==> src/rtl/loc_arb_pkg.sv <==
// Package: shared constants for the locality ownership arbiter.
// Assumes an 8-bit access register and at most eight encodable localities.
package loc_arb_pkg;
    localparam int NUM_LOC   = 5;
    localparam int LOC_W     = 3;
    localparam int OWN_W     = 8;
    localparam int ADDR_W    = 15;
    localparam int LOC_LSB   = 12;
    localparam int DATA_W    = 8;
    localparam logic [OWN_W-1:0] OWN_NONE = 8'hFF;

    // Bit positions inside the access register
    localparam int B_REQ   = 0;
    localparam int B_PEND  = 1;
    localparam int B_SEIZE = 2;
    localparam int B_BS    = 3;
    localparam int B_ACT   = 4;
    localparam int B_VALID = 7;
endpackage

==> src/rtl/loc_flag_bank.sv <==
// Flag bank: one set of request-use, seize and been-seized flags per locality.
// Assumes set and clear vectors from one decision source; set wins over clear.
module loc_flag_bank #(
    parameter int NLOC = loc_arb_pkg::NUM_LOC
) (
    input  logic            clk,
    input  logic            rst_n,
    input  logic [NLOC-1:0] set_req,
    input  logic [NLOC-1:0] clr_req,
    input  logic [NLOC-1:0] set_sz,
    input  logic [NLOC-1:0] clr_sz,
    input  logic [NLOC-1:0] set_bs,
    input  logic [NLOC-1:0] clr_bs,
    output logic [NLOC-1:0] req,
    output logic [NLOC-1:0] sz,
    output logic [NLOC-1:0] bs
);
    for (genvar i = 0; i < NLOC; i++) begin : g_loc
        // Update the three flags of locality i
        always_ff @(posedge clk) begin
            if (!rst_n) begin
                req[i] <= 1'b0;
                sz[i]  <= 1'b0;
                bs[i]  <= 1'b0;
            end else begin
                req[i] <= (req[i] & ~clr_req[i]) | set_req[i];
                sz[i]  <= (sz[i]  & ~clr_sz[i])  | set_sz[i];
                bs[i]  <= (bs[i]  & ~clr_bs[i])  | set_bs[i];
            end
        end
    end
endmodule

==> src/rtl/loc_abort_ctl.sv <==
// Abort handshake: defers a handoff while a command runs, issues one cancel
// pulse and fires the handoff when the response arrives.
// Assumes start is only raised while no handoff is waiting.
module loc_abort_ctl #(
    parameter int LOC_W = loc_arb_pkg::LOC_W
) (
    input  logic             clk,
    input  logic             rst_n,
    input  logic             start,
    input  logic [LOC_W-1:0] start_loc,
    input  logic             retarget,
    input  logic [LOC_W-1:0] retarget_loc,
    input  logic             cmd_busy,
    input  logic             resp_done,
    output logic             waiting,
    output logic             fire,
    output logic [LOC_W-1:0] fire_loc,
    output logic             cancel_req
);
    logic [LOC_W-1:0] next_q;

    // Track the waiting handoff and its target
    always_ff @(posedge clk) begin
        if (!rst_n) begin
            waiting    <= 1'b0;
            next_q     <= '0;
            cancel_req <= 1'b0;
        end else begin
            cancel_req <= 1'b0;
            if (start && cmd_busy) begin
                waiting    <= 1'b1;
                next_q     <= start_loc;
                cancel_req <= 1'b1;
            end else if (waiting && resp_done) begin
                waiting <= 1'b0;
            end else if (waiting && retarget) begin
                next_q <= retarget_loc;
            end
        end
    end

    // Handoff fires at once when idle, or on the response while waiting
    always_comb begin
        fire     = (start && !cmd_busy) || (waiting && resp_done);
        fire_loc = waiting ? next_q : start_loc;
    end
endmodule

==> src/rtl/loc_arbiter.sv <==
// Top: decodes access-register writes per locality, decides grants, releases
// and seizes, and drives the owner, interrupt and read value.
// Assumes one access per cycle and a read value taken combinationally.
module loc_arbiter #(
    parameter int NLOC    = loc_arb_pkg::NUM_LOC,
    parameter int LOC_W   = loc_arb_pkg::LOC_W,
    parameter int OWN_W   = loc_arb_pkg::OWN_W,
    parameter int ADDR_W  = loc_arb_pkg::ADDR_W,
    parameter int LOC_LSB = loc_arb_pkg::LOC_LSB,
    parameter int DATA_W  = loc_arb_pkg::DATA_W
) (
    input  logic              clk,
    input  logic              rst_n,
    input  logic              acc_wr,
    input  logic [ADDR_W-1:0] acc_addr,
    input  logic [DATA_W-1:0] acc_wdata,
    output logic [DATA_W-1:0] acc_rdata,
    input  logic              cmd_busy,
    input  logic              resp_done,
    output logic              cancel_req,
    output logic [OWN_W-1:0]  owner,
    output logic              chg_irq,
    output logic [LOC_W-1:0]  chg_loc
);
    import loc_arb_pkg::*;

    logic [NLOC-1:0]  req, sz, bs;
    logic [NLOC-1:0]  set_req, clr_req, set_sz, clr_sz, set_bs, clr_bs;
    logic [LOC_W-1:0] wl, own_l, hi_loc, start_loc, fire_loc, direct_loc, hand_loc;
    logic             wl_ok, own_vld, proc, hi_found, sz_above, seize_ok;
    logic             wd_req, wd_act, wd_sz, wd_bs;
    logic             start, fire, abort_wait, retarget;
    logic             direct, direct_vld, hand, hand_vld, is_sz;

    assign wl      = acc_addr[LOC_LSB +: LOC_W];
    assign wl_ok   = (32'(wl) < NLOC);
    assign own_vld = (owner != OWN_NONE);
    assign own_l   = owner[LOC_W-1:0];

    loc_flag_bank #(.NLOC(NLOC)) u_flags (
        .clk(clk), .rst_n(rst_n),
        .set_req(set_req), .clr_req(clr_req),
        .set_sz(set_sz), .clr_sz(clr_sz),
        .set_bs(set_bs), .clr_bs(clr_bs),
        .req(req), .sz(sz), .bs(bs)
    );

    loc_abort_ctl #(.LOC_W(LOC_W)) u_abort (
        .clk(clk), .rst_n(rst_n),
        .start(start), .start_loc(start_loc),
        .retarget(retarget), .retarget_loc(wl),
        .cmd_busy(cmd_busy), .resp_done(resp_done),
        .waiting(abort_wait), .fire(fire), .fire_loc(fire_loc),
        .cancel_req(cancel_req)
    );

    // Decode the write and find the highest requester and higher seizes
    always_comb begin
        proc     = acc_wr && wl_ok && !(abort_wait && resp_done);
        wd_sz    = acc_wdata[B_SEIZE];
        wd_req   = acc_wdata[B_REQ] && !wd_sz;
        wd_act   = acc_wdata[B_ACT] && !wd_sz;
        wd_bs    = acc_wdata[B_BS];
        hi_found = 1'b0;
        hi_loc   = '0;
        sz_above = 1'b0;
        for (int c = 0; c < NLOC; c++) begin
            if (req[c]) begin
                hi_found = 1'b1;
                hi_loc   = LOC_W'(c);
            end
            if (sz[c] && (LOC_W'(c) > wl)) sz_above = 1'b1;
        end
        seize_ok = proc && wd_sz && (!own_vld || (wl > own_l)) &&
                   !sz[wl] && !sz_above;
    end

    // Decide flag changes, handoff start, retarget and direct grant
    always_comb begin
        set_req = '0; clr_req = '0; set_sz = '0;
        clr_sz  = '0; set_bs  = '0; clr_bs = '0;
        start = 1'b0; start_loc = '0; retarget = 1'b0;
        direct = 1'b0; direct_vld = 1'b0; direct_loc = '0;
        if (proc) begin
            if (wd_bs) clr_bs[wl] = 1'b1;
            if (seize_ok) begin
                for (int c = 0; c < NLOC; c++)
                    if (LOC_W'(c) < wl) clr_sz[c] = 1'b1;
            end
            if (!abort_wait) begin
                if (wd_act) begin
                    if (own_vld && own_l == wl) begin
                        if (hi_found) begin
                            start = 1'b1; start_loc = hi_loc;
                        end else begin
                            direct = 1'b1;
                        end
                    end else begin
                        clr_req[wl] = 1'b1;
                    end
                end
                if (wd_req && !(own_vld && own_l == wl)) begin
                    if (own_vld) set_req[wl] = 1'b1;
                    else begin
                        direct = 1'b1; direct_vld = 1'b1; direct_loc = wl;
                    end
                end
                if (seize_ok) begin
                    if (cmd_busy) set_sz[wl] = 1'b1;
                    start = 1'b1; start_loc = wl;
                end
            end else if (seize_ok) begin
                set_sz[wl] = 1'b1;
                retarget   = 1'b1;
            end
        end
        hand     = fire || direct;
        hand_vld = fire || direct_vld;
        hand_loc = fire ? fire_loc : direct_loc;
        is_sz    = abort_wait ? sz[fire_loc] : (seize_ok && fire);
        if (hand) begin
            if (own_vld) begin
                if (is_sz) set_bs[own_l] = 1'b1;
                else       clr_req[own_l] = 1'b1;
            end
            if (hand_vld) begin
                clr_req[hand_loc] = 1'b1;
                clr_sz[hand_loc]  = 1'b1;
            end
        end
    end

    // Register the owner and the locality-changed request
    always_ff @(posedge clk) begin
        if (!rst_n) begin
            owner   <= OWN_NONE;
            chg_irq <= 1'b0;
            chg_loc <= '0;
        end else begin
            chg_irq <= hand && hand_vld;
            chg_loc <= hand_loc;
            if (hand) owner <= hand_vld ? OWN_W'(hand_loc) : OWN_NONE;
        end
    end

    // Build the read value of the addressed locality
    always_comb begin
        acc_rdata = '1;
        if (wl_ok) begin
            acc_rdata          = '0;
            acc_rdata[B_VALID] = 1'b1;
            acc_rdata[B_ACT]   = own_vld && (own_l == wl);
            acc_rdata[B_BS]    = bs[wl];
            acc_rdata[B_REQ]   = req[wl];
            for (int c = 0; c < NLOC; c++)
                if (req[c] && (LOC_W'(c) != wl)) acc_rdata[B_PEND] = 1'b1;
        end
    end
endmodule

==> config.mk <==
export PLATFORM = sky130hd
export DESIGN_NAME = loc_arbiter
export DESIGN_NICKNAME = d
export VERILOG_FILES = /design/src/rtl/loc_arb_pkg.sv /design/src/rtl/loc_flag_bank.sv /design/src/rtl/loc_abort_ctl.sv /design/src/rtl/loc_arbiter.sv
export SDC_FILE = /design/constraint.sdc
export NUM_CORES = 1
export LEC_CHECK = 0
export ABC_AREA = 1
export BUFFER_PORTS_ARGS = -buffer_cell sky130_fd_sc_hd__buf_4
export CORE_MARGIN = 2
export CORE_UTILIZATION = 30
export DETAILED_ROUTE_END_ITERATION = 6
export SLEW_MARGIN = 20
export SYNTH_ARGS = -nofsm -noshare
export SYNTH_HDL_FRONTEND = slang
export SYNTH_HIERARCHICAL = 1
export SYNTH_SLANG_ARGS = --single-unit
==> constraint.sdc <==
create_clock -name clk -period 4.85 [get_ports clk]
set_input_delay 0.485 -clock clk [delete_from_list [all_inputs] [get_ports clk]]
set_output_delay 0.485 -clock clk [all_outputs]
set_load 0.02 [all_outputs]
# Yosys cells after proc, flatten, opt, wreduce, memory -nomap -nowiden
# Index checks and enable logic that the tools add are counted.
# W data, S select, Z words.
[word_totals]
reg_bits = 32
inputBits = 28
output_inout_bits = 21
wordCells = 245
[op_classes]
magnitude_cmp = 19
n_eq_ne = 7
mux = 106
bitwise_logic = 48
n_reduce_logical = 44
[ops]
columns = ["op", "count"]
rows = [
  ["$mux W5", 27],
  ["$mux W3", 18],
  ["$mux W1", 52],
  ["$logic_and A1 B1 Y1", 29],
  ["$lt A3 B4 Y1 const B", 4],
  ["$and A1 B1 Y1", 15],
  ["$not A1 Y1", 15],
  ["$or A1 B1 Y1", 15],
  ["$or A5 B5 Y5", 3],
  ["$bmux W1 S3", 4],
  ["$demux W1 S3", 3],
  ["$ge A3 B1 Y1 const B", 3],
  ["$mux W8", 1],
  ["$ne A8 B8 Y1 const B", 1],
  ["$logic_not A1 Y1", 7],
  ["$mux W7", 1],
  ["$gt A1 B3 Y1 const A", 2],
  ["$gt A2 B3 Y1 const A", 2],
  ["$lt A1 B3 Y1 const A", 2],
  ["$lt A2 B3 Y1 const A", 2],
  ["$ne A2 B3 Y1 const A", 2],
  ["$logic_or A1 B1 Y1", 4],
  ["$reduce_bool A2 Y1", 2],
  ["$eq A3 B3 Y1", 1],
  ["other kinds (9)", 9],
]

# Longest topological paths before layout
# Gate-level depths: netlist of the first run.
[depth]
word_depth = 25
depth_mapped = 24
mapped_depth_nobuf = 24

# Hierarchy
# Netlist of the first run, hierarchy kept.
[modules_own_cells]
columns = ["module", "instances", "cells_each", "area_per_inst_um2", "seq_area_each_um2"]
rows = [
  ["loc_arbiter", 1, 233, 1338.8, 160.2],
  ["loc_flag_bank", 1, 77, 596.8, 300.3],
  ["loc_abort_ctl", 1, 49, 296.5, 100.1],
]

# Worst setup path before layout of the first run
# Ideal clock, no wire load.
[synth_timing]
path_type = "flip-flop to flip-flop"
startpoint = "reg owner[1]"
endpoint = "reg u_flags.req[0]"
setup_time_ns = 0.115
arrival_ns = 3.249
required_ns = 4.735
slack_ns = 1.486
path_stages_with_launch = 20
path_buffers = 0
period_less_slack_ns = 3.364
cell_sequence = "dfxtp_1 > inv_1 > ha_1 > and3_1 > nand2_1 > nand2_1 > nor2_2 > nand2_4 > a21oi_1 > inv_1 > o22ai_1 > o21ai_0 > o21ai_0 > nand2_1 > o21ai_1 > nand2_1 > nand2_1 > inv_1 > nand2_1 > a21oi_2"
[synth_between]
elab_chain_len = 22
elab_cells_between_ends = 73
classes_between = "5 x order compare; 2 x eq/ne; 46 x mux; 5 x bitwise; 15 x reduce/logical"
[synth_lines]
columns = ["element", "line", "rtl"]
rows = [
  ["from (decl)", "loc_arbiter.sv:21", "output logic [OWN_W-1:0] owner,"],
  ["from (signal assigned)", "loc_arbiter.sv:142", "if (hand) owner <= hand_vld ? OWN_W'(hand_loc) : OWN_NONE;"],
  ["$ne A8 B8 Y1", "loc_arbiter.sv:37", "assign own_vld = (owner != OWN_NONE);"],
  ["$logic_not A1 Y1", "loc_arbiter.sv:74", "seize_ok = proc && wd_sz && (!own_vld || (wl > own_l)) &&"],
  ["$logic_or A1 B1 Y1", "loc_arbiter.sv:74", ""],
  ["$logic_and A1 B1 Y1 (2 in a row)", "loc_arbiter.sv:74", ""],
  ["$logic_and A1 B1 Y1", "loc_arbiter.sv:75", "!sz[wl] && !sz_above;"],
  ["$mux W1 *", "loc_arbiter.sv:108", "if (seize_ok) begin"],
  ["$mux W1 *", "loc_arbiter.sv:90", "if (!abort_wait) begin"],
  ["$mux W1 *", "loc_arbiter.sv:84", "if (proc) begin"],
  ["net start", "loc_arbiter.sv:32", "logic start, fire, abort_wait, retarget;"],
  ["[2 not listed]", "-", ""],
  ["net fire", "loc_arbiter.sv:32", ""],
  ["[4 not listed]", "-", ""],
  ["$demux W1 S3 or $mux W5 (tied branches)", "loc_arbiter.sv:127, loc_arbiter.sv:121", ""],
  ["$or A5 B5 Y5 (no source line)", "-", ""],
  ["$mux W5", "loc_arbiter.sv:126", "if (hand_vld) begin"],
  ["$mux W5 *", "loc_arbiter.sv:121", "if (hand) begin"],
  ["net clr_req[0]", "loc_arbiter.sv:28", "logic [NLOC-1:0] set_req, clr_req, set_sz, clr_sz, set_bs, clr_bs;"],
  ["$not A1 Y1 *", "loc_flag_bank.sv:26", "req[i] <= (req[i] & ~clr_req[i]) | set_req[i];"],
  ["$and A1 B1 Y1 *", "loc_flag_bank.sv:26", ""],
  ["$or A1 B1 Y1 *", "loc_flag_bank.sv:26", ""],
  ["to (signal, indexed assignment)", "loc_flag_bank.sv:26", ""],
  ["to (decl)", "loc_flag_bank.sv:14", "output logic [NLOC-1:0] req,"],
]
# The timed path passes the listed nets; every way through them passes the cells marked *. The select of a mux whose other input is x is not followed.
# A chain may end at the register's enable or synchronous reset.

# Worst setup path in the final report of the first run
# Same ends and word-level chain as after synthesis.

==> impl_metrics.py, run 1 <==
metrics = {
    "routing": {
        "num_vias": 2289,
        "ant_nets": 0,
        "drc": 0,
        "drt-total-wl_mm": 6.177,
        "drt_iter0_markers": 219,
        "vias_per_cell": 4.749,
        "wl_per_cell_um": 12.82,
        "first_pass_iters": 5,
    },
    "worst_setup_path": {
        "reg2reg_from": "owner[1]$_SDFFE_PN1N_",
        "cpMostUsedCell": "nand2_1",
        "critPathMaxFanout": 9,
        "worst_path_max_delay_cell": "o22ai_1",
        "criticalPathCategory": "flop to flop",
        "crit_required_ns": 5.01,
        "crit_arrival_ns": 4.16,
        "cp-end-kind": "flop",
        "crit_path_cell_trace": "inv_1, ha_1, and3_1, nand2_1, nand2_1, nor2_2, nand2_4, a21oi_1, inv_1, o22ai_1, o21ai_0, o21ai_0, nand2_1, o21ai_1, nand2_1, nand2_1, inv_1, nand2_1, a21oi_2",
        "reg2reg_to": "u_flags/req[0]$_SDFF_PN0_",
        "reg2reg_slack_ns": 0.85,
        "cp_slowest_stage_delay_ns": 0.57,
        "cp-start-kind": "flop",
        "worstRegToRegCells": 19,
        "crit_buf_inv": 3,
        "crit_family": "compound AO/OA/AOI/OAI gates",
    },
    "floorplan": {
        "initial_core_util_pct": 30.94,
        "die_h_um": 90.26,
        "core-area_mm2": 0.007214,
        "ios": 49,
        "rows": 31,
        "die_w_um": 90.26,
        "die-area_mm2": 0.008147,
    },
    "worst_hold_path": {
        "hold_start": "rst_n",
        "hold_depth": 2,
        "hold_end": "owner[0]$_SDFFE_PN1N_",
        "hp-class": "input pin to flop",
    },
    "power": {
        "p_switching_mw": 0.1592,
        "max-vdd-ir-drop_mv": 0.09649,
        "pwr-share-clk_pct": 29.6,
        "switching_share_pct": 31.62,
        "p_leak_nw": 1.083,
        "powerDensity_mw_per_mm2": 197.3,
        "seqPwrFrac_pct": 47.1,
        "pwr-share-comb_pct": 23.3,
        "p_int_mw": 0.3443,
    },
    "synth": {
        "ys_warn_count": 6,
        "synth.avg_cell_area_um2": 6.218,
        "synth_cell_type_count": 35,
        "ys_seq_area_share_pct": 25.11,
        "synthCells": 359,
        "ys_seq_elements": 28,
        "synth_area_mm2": 0.002232,
        "synth_nets": 390,
    },
    "global_route": {
        "antenna_found_initial": 0,
        "grt_max_degree": 16,
        "first_global_vias": 2215,
        "grt_pass1_wl_mm": 10.44,
        "grt.overflow.total": 0,
        "gr-usage-all-layers_pct": 15.58,
    },
    "outcome": {
        "outcome": "finished clean",
    },
    "sta": {
        "slew_headroom_pct": 53.06,
        "drv_slew": 0,
        "setup_viol": 0,
        "tns_ns": 0,
        "fin_crit_sh_pct": 82.42,
        "hold_viol_final": 0,
        "min_period_ns": 3.997,
        "clock.fmax_ghz": 0.2502,
        "fin_worst_skew_ns": 0.003180,
        "tightest_slew_ns": 0.7041,
        "rsz0062_at_grt": "false",
    },
    "clock_tree": {
        "cts_tree": "built",
        "clk_path_buf_depth": 2,
        "cts.clk_slew.worst_paths_ns": 0.10,
        "clkLatencyLatePin_ns": 0.27,
        "cts_sinks": 28,
        "post-cts-setup-buffers": 0,
        "cts_buffers": 3,
        "htreeDepth": 1,
        "cts_hold_buf": 0,
        "cts_resized": 0,
        "root_buffer": "clkbuf_8",
    },
    "job": {
        "drv_cap": 0,
    },
    "cells_and_area": {
        "fin_nets": 415,
        "diodes": 0,
        "layout.cells.non_filler": 482,
        "drive_gt1_share_pct": 20.10,
        "area_growth_pct": 14.35,
        "fillerInstances": 810,
    },
    "placed_design": {
        "hpwl_mm": 4.962,
        "gp_congestion": 0.9187,
        "dpl.cell_count": 478,
        "portBuffers": 31,
    },
}
flip-flops by register name, summed over array words and instances, names as in the netlist:
signal and cells:
u_abort/next_q 3, u_flags/bs 5, u_abort/waiting 1, chg_loc 3, u_abort/cancel_req 1, u_flags/req 5
u_flags/sz 5, chg_irq 1, owner 4
metrics by stage:
stage / worst slack [ns] / hold WS, ns / power (mW) / cell area, um^2 / utilization (%)
floorplan: 1.486 / 0.4353 / 0.3245 / 2232 / -
CTS: 0.9152 / 0.4456 / 0.5139 / 2552 / 35.38
finish: 0.8528 / 0.4540 / 0.5036 / 2552 / 35.38
detailed placement: 0.7661 / 0.4593 / 0.3598 / 2497 / 34.62
global route: 0.3902 / 0.4512 / 0.5357 / 2552 / 35.38
global placement: 0.7651 / 0.4476 / 0.3589 / 2497 / 34.62
worst max path at each step:
stage                                from  slack [ns]  depth (start not counted)                         to
global placement             acc_addr[12]        0.77                         20  u_flags/req[0]$_SDFF_PN0_
floorplan           owner[1]$_SDFFE_PN1N_        1.49                         19  u_flags/req[0]$_SDFF_PN0_
CTS                 owner[1]$_SDFFE_PN1N_        0.92                         19  u_flags/req[0]$_SDFF_PN0_
finish              owner[1]$_SDFFE_PN1N_        0.85                         19  u_flags/req[0]$_SDFF_PN0_
global route        owner[1]$_SDFFE_PN1N_        0.39                         19  u_flags/req[0]$_SDFF_PN0_
detailed placement           acc_addr[12]        0.77                         20  u_flags/req[0]$_SDFF_PN0_
synthesized netlist by cell type, drive strengths merged:
cell,instances,area (um^2)
o31ai,2,15.01
buf,11,91.33
inv,80,302.8
o21ai,18,93.84
nand3b,2,15.01
a22o,1,8.760
ha,3,37.54
and3,1,6.260
dfxtp,28,560.5
a21oi,29,182.7
nor2,46,195.2
nor3,6,30.03
or2,1,6.260
nand3,34,207.7
o211ai,6,60.06
nand4,3,18.77
a22oi,1,7.510
nand2,79,339.1
conb,1,3.750
o22ai,7,50.05
layer usage:
metal	up-vias	GRT usage, %	wire [um]
met5	-	0	0
met4	0	4.231	76
met3	6	1.419	257
met2	62	27.01	2970
met1	1043	20.73	2873
li1	1178	-	-
cells by family (layout without fill, tap and decap cells):
group,Yosys count,count (layout),share of synthesized area [%]
other cells,1,1,0.1680
buf+inv,91,115,17.66
fa+ha+maj,3,3,1.682
simple gates,172,172,36.66
flops,28,28,25.11
compound gates,64,64,18.72
power by group through the flow:
stage,registers [mW],logic (mW),clock network [mW]
2_1_floorplan,0.245,0.0798,0
3_3_place_gp,0.243,0.116,0
3_5_place_dp,0.243,0.117,0
4_1_cts,0.238,0.117,0.159
5_1_grt,0.238,0.130,0.167
6_report,0.237,0.117,0.149
layout by cell type (no fill, tap or decap), types with 4 or more instances in the layout:
| cell | n |
|---|---|
| o22ai_1 | 6 |
| inv_1 | 73 |
| dfxtp_1 | 28 |
| o21ai_0 | 13 |
| nand2_2 | 5 |
| a21oi_2 | 10 |
| buf_4 | 31 |
| a21oi_1 | 19 |
| nand2_1 | 70 |
| inv_2 | 6 |
| nand2_4 | 4 |
| o21ai_1 | 4 |
| nor2_1 | 41 |
| nand3_1 | 28 |
| nor3_1 | 6 |
| nand3_2 | 5 |
| clkbuf_8 | 4 |
area by class of cell:
class	count	area [um^2]	share of cell area [%]
repair buffers	31	232.7	9.118
flip-flops and latches	28	560.5	21.96
multi-input cells	240	1277	50.05
clock buffers	4	55.05	2.157
well taps	99	123.9	4.853
inverters	80	302.8	11.86
(Power assumes the default switching activity.)
==> run 2: changes to the inputs <==
- clock period: 4.85 -> 3.4 ns (I/O delays scaled with it)
==> impl_metrics.py, run 2 (same netlist as run 1, synthesis figures left out) <==
metrics = {
    "worst_setup_path": {
        "criticalPathCategory": "flop to flop",
        "reg2reg_from": "owner[1]$_SDFFE_PN1N_",
        "reg2reg_slack_ns": 0.28,
        "cp-start-kind": "flop",
        "crit_arrival_ns": 3.29,
        "crit_required_ns": 3.57,
        "worstRegToRegCells": 20,
        "cp-end-kind": "flop",
        "reg2reg_to": "u_flags/sz[3]$_SDFF_PN0_",
        "critPathMaxFanout": 8,
    },
    "clock_tree": {
        "cts_sinks": 28,
        "clkLatencyLatePin_ns": 0.29,
        "root_buffer": "clkbuf_8",
        "cts_tree": "built",
        "htreeDepth": 1,
        "cts_buffers": 3,
        "cts.clk_slew.worst_paths_ns": 0.10,
        "cts_hold_buf": 0,
        "clk_path_buf_depth": 2,
    },
    "floorplan": {
        "die-area_mm2": 0.008147,
        "die_w_um": 90.26,
        "ios": 49,
        "initial_core_util_pct": 30.94,
        "core-area_mm2": 0.007214,
        "rows": 31,
        "die_h_um": 90.26,
    },
    "worst_hold_path": {
        "hold_start": "rst_n",
        "hold_depth": 2,
        "hold_end": "owner[0]$_SDFFE_PN1N_",
        "hp-class": "input pin to flop",
    },
    "cells_and_area": {
        "area_growth_pct": 19.45,
        "mostFrequentLayoutCells": "73 x inv_1, 70 x nand2_1, 44 x buf_4",
        "fin_nets": 428,
        "diodes": 0,
        "final_common_cell": "inv_1",
        "largestRegisters": "u_flags/bs x5, u_flags/req x5, u_flags/sz x5",
        "drive_gt1_share_pct": 23.74,
    },
    "routing": {
        "drt_iter0_markers": 155,
        "drt-total-wl_mm": 6.365,
        "first_pass_iters": 4,
        "drc": 0,
        "ant_nets": 0,
        "vias_per_cell": 4.685,
        "num_vias": 2319,
        "wl_per_cell_um": 12.86,
    },
    "power": {
        "switching_share_pct": 32.19,
        "pwr-share-clk_pct": 29.8,
        "max-vdd-ir-drop_mv": 0.1744,
        "p_int_mw": 0.4993,
        "p_leak_nw": 1.147,
        "seqPwrFrac_pct": 45.7,
        "powerDensity_mw_per_mm2": 276.2,
        "p_switching_mw": 0.2371,
        "pwr-share-comb_pct": 24.5,
    },
    "sta": {
        "fin_crit_sh_pct": 91.86,
        "setup_viol": 0,
        "clock.fmax_ghz": 0.3202,
        "rsz0062_at_grt": "false",
        "hold_viol_final": 0,
        "min_period_ns": 3.123,
        "holdWs_ns": 0.3051,
        "tns_ns": 0,
        "drv_slew": 0,
        "fin_worst_skew_ns": 0.003308,
    },
    "global_route": {
        "grt.overflow.total": 0,
        "first_global_vias": 2289,
        "grt_pass1_wl_mm": 10.87,
        "grt_max_degree": 16,
        "antenna_found_initial": 0,
        "gr-usage-all-layers_pct": 16.23,
    },
    "outcome": {
        "outcome": "finished clean",
    },
    "placed_design": {
        "portBuffers": 31,
        "hpwl_mm": 5.086,
        "gp_congestion": 0.9241,
    },
    "job": {
        "drv_cap": 0,
    },
}
-- run 2: cell count changes in the layout (fill, tap and decap cells not counted) --
cell,before,now
a21oi_2,10,11
o21ai_0,13,9
nand3_1,28,27
o21ai_2,1,3
o21ai_1,4,6
buf_4,31,44
nand3_2,5,6
a21oi_1,19,18
-- run 2: per-layer routing --
| layer | track usage (%) | vias up | share of wire (%) | routed length (um) |
|---|---|---|---|---|
| li1 | - | 1194 | - | - |
| met1 | 20.69 | 1055 | 48 | 3052 |
| met2 | 28.01 | 55 | 45 | 2888 |
| met3 | 2.671 | 15 | 4.4 | 278 |
| met4 | 5.128 | 0 | 2.3 | 145 |
| met5 | 0 | - | 0 | 0 |
-- run 2: worst max path at each step --
| stage | from | to | slack (ns) |
|---|---|---|---|
| 2_1_floorplan | owner[1]$_SDFFE_PN1N_ | u_flags/req[0]$_SDFF_PN0_ | 0.04 |
| 3_3_place_gp | acc_addr[12] | u_flags/bs[2]$_SDFF_PN0_ | 0.08 |
| 3_5_place_dp | acc_addr[12] | u_flags/bs[4]$_SDFF_PN0_ | 0.02 |
| 4_1_cts | owner[1]$_SDFFE_PN1N_ | u_flags/bs[4]$_SDFF_PN0_ | 0.16 |
| 5_1_grt | owner[2]$_SDFFE_PN1N_ | u_flags/req[1]$_SDFF_PN0_ | 0.0001 |
| 6_report | owner[1]$_SDFFE_PN1N_ | u_flags/sz[3]$_SDFF_PN0_ | 0.28 |
-- run 2: power groups by stage --
stage          sequential, mW  clock (mW)  combinational, mW
2_1_floorplan           0.349           0              0.114
3_3_place_gp            0.344           0              0.177
3_5_place_dp            0.344           0              0.178
4_1_cts                 0.337       0.226              0.179
5_1_grt                 0.338       0.237              0.199
6_report                0.337       0.219              0.181
-- run 2: timing repair --
item / 4_1_cts / 5_1_grt
resized for setup: 0 / 8
setup buffers: 0 / 1
endpoints found under the setup margin: 0 / 15
-- run 2: cell type report --
class                   instances  area [um^2]
flip-flops and latches         28        560.5
inverters                      80        302.8
repair buffers                 44        330.3
well taps                      99        123.9
fillers                       836         4548
multi-input cells             240         1294
clock buffers                   4        55.05
-- run 2: stage by stage --
stage | setup slack, ns | power [mW] | util, % | instance area (um^2) | std cells
2_1_floorplan | 0.03593 | 0.4629 | - | 2232 | 359
3_3_place_gp | 0.07853 | 0.5205 | 35.87 | 2587 | 490
3_5_place_dp | 0.02165 | 0.5223 | 35.87 | 2587 | 490
4_1_cts | 0.1585 | 0.7419 | 36.63 | 2643 | 494
5_1_grt | 0.0001084 | 0.7732 | 36.96 | 2666 | 495
6_report | 0.2766 | 0.7364 | 36.96 | 2666 | 495
-- run 2: worst max-delay path, cell delays in order, from the launching register on --
cell     delay, ns
dfxtp_1       0.34
inv_1         0.08
ha_1          0.29
and3_1        0.18
nand2_1       0.10
nand2_1       0.09
nor2_2        0.20
nand2_4       0.11
a21oi_1       0.23
inv_1         0.07
o22ai_1       0.15
buf_4         0.19
nand2_1       0.06
o21ai_0       0.20
nand2_1       0.17
inv_1         0.10
nand3_1       0.15
o21ai_0       0.12
inv_1         0.06
nand2_1       0.06
a21oi_1       0.05
==> run 3: changes to the inputs <==
- ABC_AREA: 1 -> default
==> impl_metrics.py, run 3 <==
metrics = {
    "floorplan": {
        "die_w_um": 86.33,
        "initial_core_util_pct": 30.43,
        "rows": 30,
        "die_h_um": 86.33,
        "die-area_mm2": 0.007452,
        "core-area_mm2": 0.006681,
        "ios": 49,
    },
    "synth": {
        "synth_commonest_cells": "28 x dfxtp_1, 22 x nor2b_1, 21 x nand2_1",
        "synth_top_area_share_pct": 27.57,
        "synth_flop_cell": "dfxtp_1",
        "synth_edf_count": 0,
        "ys_warn_count": 6,
        "synthCells": 260,
        "synthArstFlopShare_pct": 0,
        "ys_seq_area_share_pct": 27.57,
        "synth_most_common_cell": "dfxtp_1",
        "synth_area_mm2": 0.002033,
        "ys_seq_elements": 28,
        "synth_cell_type_count": 56,
        "synth_nets": 291,
        "synth.top_cells.by_area": "dfxtp_1 28%, nor2b_1 6.8%, o21a_1 5.9%",
        "synth.avg_cell_area_um2": 7.820,
        "synth_top_area_cell": "dfxtp_1",
    },
    "sta": {
        "hold_viol_final": 0,
        "drv_slew": 0,
        "clock.fmax_ghz": 0.3049,
        "setup_viol": 0,
        "min_period_ns": 3.280,
        "fin_worst_skew_ns": 0.004133,
        "fin_crit_sh_pct": 96.47,
        "rsz0062_at_grt": "true",
    },
    "power": {
        "p_leak_nw": 1.180,
        "max-vdd-ir-drop_mv": 0.1459,
        "powerDensity_mw_per_mm2": 292.4,
    },
    "global_route": {
        "grt_pass1_wl_mm": 10.06,
        "gr-usage-all-layers_pct": 17.15,
        "antenna_found_initial": 0,
        "first_global_vias": 1970,
        "grt_max_degree": 29,
        "grt.overflow.total": 0,
    },
    "routing": {
        "routed-wl-met3_um": 339,
        "vias_per_cell": 5.270,
        "num_vias": 2124,
        "wl_per_cell_um": 16.15,
        "wl_met1_mm": 3.091,
        "top_layer": "met4",
        "first_pass_iters": 4,
        "ant_nets": 0,
        "wl_met2_mm": 2.945,
        "drt-total-wl_mm": 6.509,
        "drc": 0,
        "drt_iter0_markers": 158,
    },
    "job": {
        "drv_cap": 0,
    },
    "worst_hold_path": {
        "hp-class": "input pin to flop",
    },
    "cells_and_area": {
        "area_growth_pct": 38.65,
        "final_common_cell": "buf_4",
        "final_cell_area_mm2": 0.002819,
        "fin_nets": 355,
        "finalCoreUtilization_pct": 42.19,
        "mostFrequentLayoutCells": "73 x buf_4, 26 x dfxtp_1, 22 x nor2b_1",
        "largestRegisters": "u_flags/bs x5, u_flags/req x5, u_flags/sz x5",
        "fillerInstances": 701,
        "diodes": 0,
        "drive_gt1_share_pct": 34.98,
    },
    "worst_setup_path": {
        "crit_path_cell_trace": "mux2_2, o21ai_0, nand3_1, or3_4, o22ai_2, mux2_4, mux2_2, o221ai_4, o31ai_4, buf_4, o41ai_2, nor2b_1, o21a_1",
        "cp-end-kind": "flop",
        "cp_slowest_stage_delay_ns": 0.47,
        "worst_path_max_delay_cell": "or3_4",
        "critPathMaxFanout": 6,
        "criticalPathCategory": "flop to flop",
        "crit_required_ns": 3.59,
        "cp-start-kind": "flop",
        "cpMostUsedCell": "mux2_2",
        "crit_arrival_ns": 3.47,
    },
    "clock_tree": {
        "cts_buffers": 3,
        "clkLatencyLatePin_ns": 0.29,
        "clk_path_buf_depth": 2,
        "cts_sinks": 28,
        "htreeDepth": 1,
        "cts.clk_slew.worst_paths_ns": 0.11,
        "root_buffer": "clkbuf_8",
        "cts_tree": "built",
    },
    "placed_design": {
        "place_area_mm2": 0.002579,
        "gp_congestion": 0.8793,
        "portBuffers": 31,
        "hpwl_mm": 4.752,
    },
    "outcome": {
        "outcome": "finished clean",
    },
}
run 3: cell type report:
type	instances	area [um^2]	area share (%)
Timing Repair Buffer	74	559.3	19.84
Clock buffer	3	41.29	1.465
Multi-Input combinational cell	204	1476	52.37
Tap cell	80	100.1	3.551
Clock inverter	1	30.03	1.065
Sequential cell	28	563.0	19.97
Inverter	13	48.80	1.731
run 3: per-stage QoR:
stage               setup slack [ns]  power, mW     TNS, ns  std cells  hold slack [ns]
floorplan                    0.01518     0.4586           0        260           0.4019
global placement             -0.1651     0.5352     -0.3992        394           0.5328
detailed placement           -0.1646     0.5356     -0.3853        394           0.5376
CTS                       -0.0002449     0.8200  -0.0002449        399           0.2973
global route                -0.03239     0.8580     -0.1099        403           0.3245
finish                        0.1200     0.8241           0        403           0.3110
run 3: layer usage:
layer / vias to the layer above / track usage (%)
met5: - / 0
met4: 0 / 4.261
met3: 13 / 2.286
met2: 67 / 27.27
met1: 974 / 24.51
li1: 1070 / -
run 3: logic make-up after synthesis:
logic type	count (synthesis)	synth area share (%)
DFF	28	27.57
AOI/OAI and AO/OA	73	25.42
other	1	0.1844
muxes	10	5.292
adders and majority gates	3	1.846
and+or+nand+nor	117	32.06
buffers and inverters	28	7.630
run 3: worst paths after layout:
check,startpoint,endpoint,slack [ns],cells past startpoint
max reg2reg,u_flags/sz[1]$_SDFF_PN0_,u_flags/req[1]$_SDFF_PN0_,0.12,13
max,u_flags/sz[1]$_SDFF_PN0_,u_flags/req[1]$_SDFF_PN0_,0.12,13
min,cmd_busy,u_abort/cancel_req$_SDFF_PN0_,0.31,2
min reg2reg,u_abort/next_q[0]$_SDFFE_PN0P_,u_abort/next_q[0]$_SDFFE_PN0P_,0.56,2
run 3: power by group:
part | switching (mW) | total (mW) | internal (mW)
logic | 0.119 | 0.208 | 0.0889
clock network | 0.121 | 0.279 | 0.158
registers | 0.00318 | 0.337 | 0.334
total | 0.243 | 0.824 | 0.581
run 3: worst max-delay path, delay by kind of cell (launching register included):
family,cells,cell delay [ns]
buf+inv,1,0.18
simple gates,3,0.67
flops,1,0.35
compound gates,6,1.16
mux,3,0.81
run 3: repair_timing:
item                       in CTS  in global routing
gates cloned                    0                  1
resized for setup               4                 16
hold buffers                    0                  0
setup endpoints to repair       2                 13
setup buffers                   1                  3
pin swaps                       1                  3
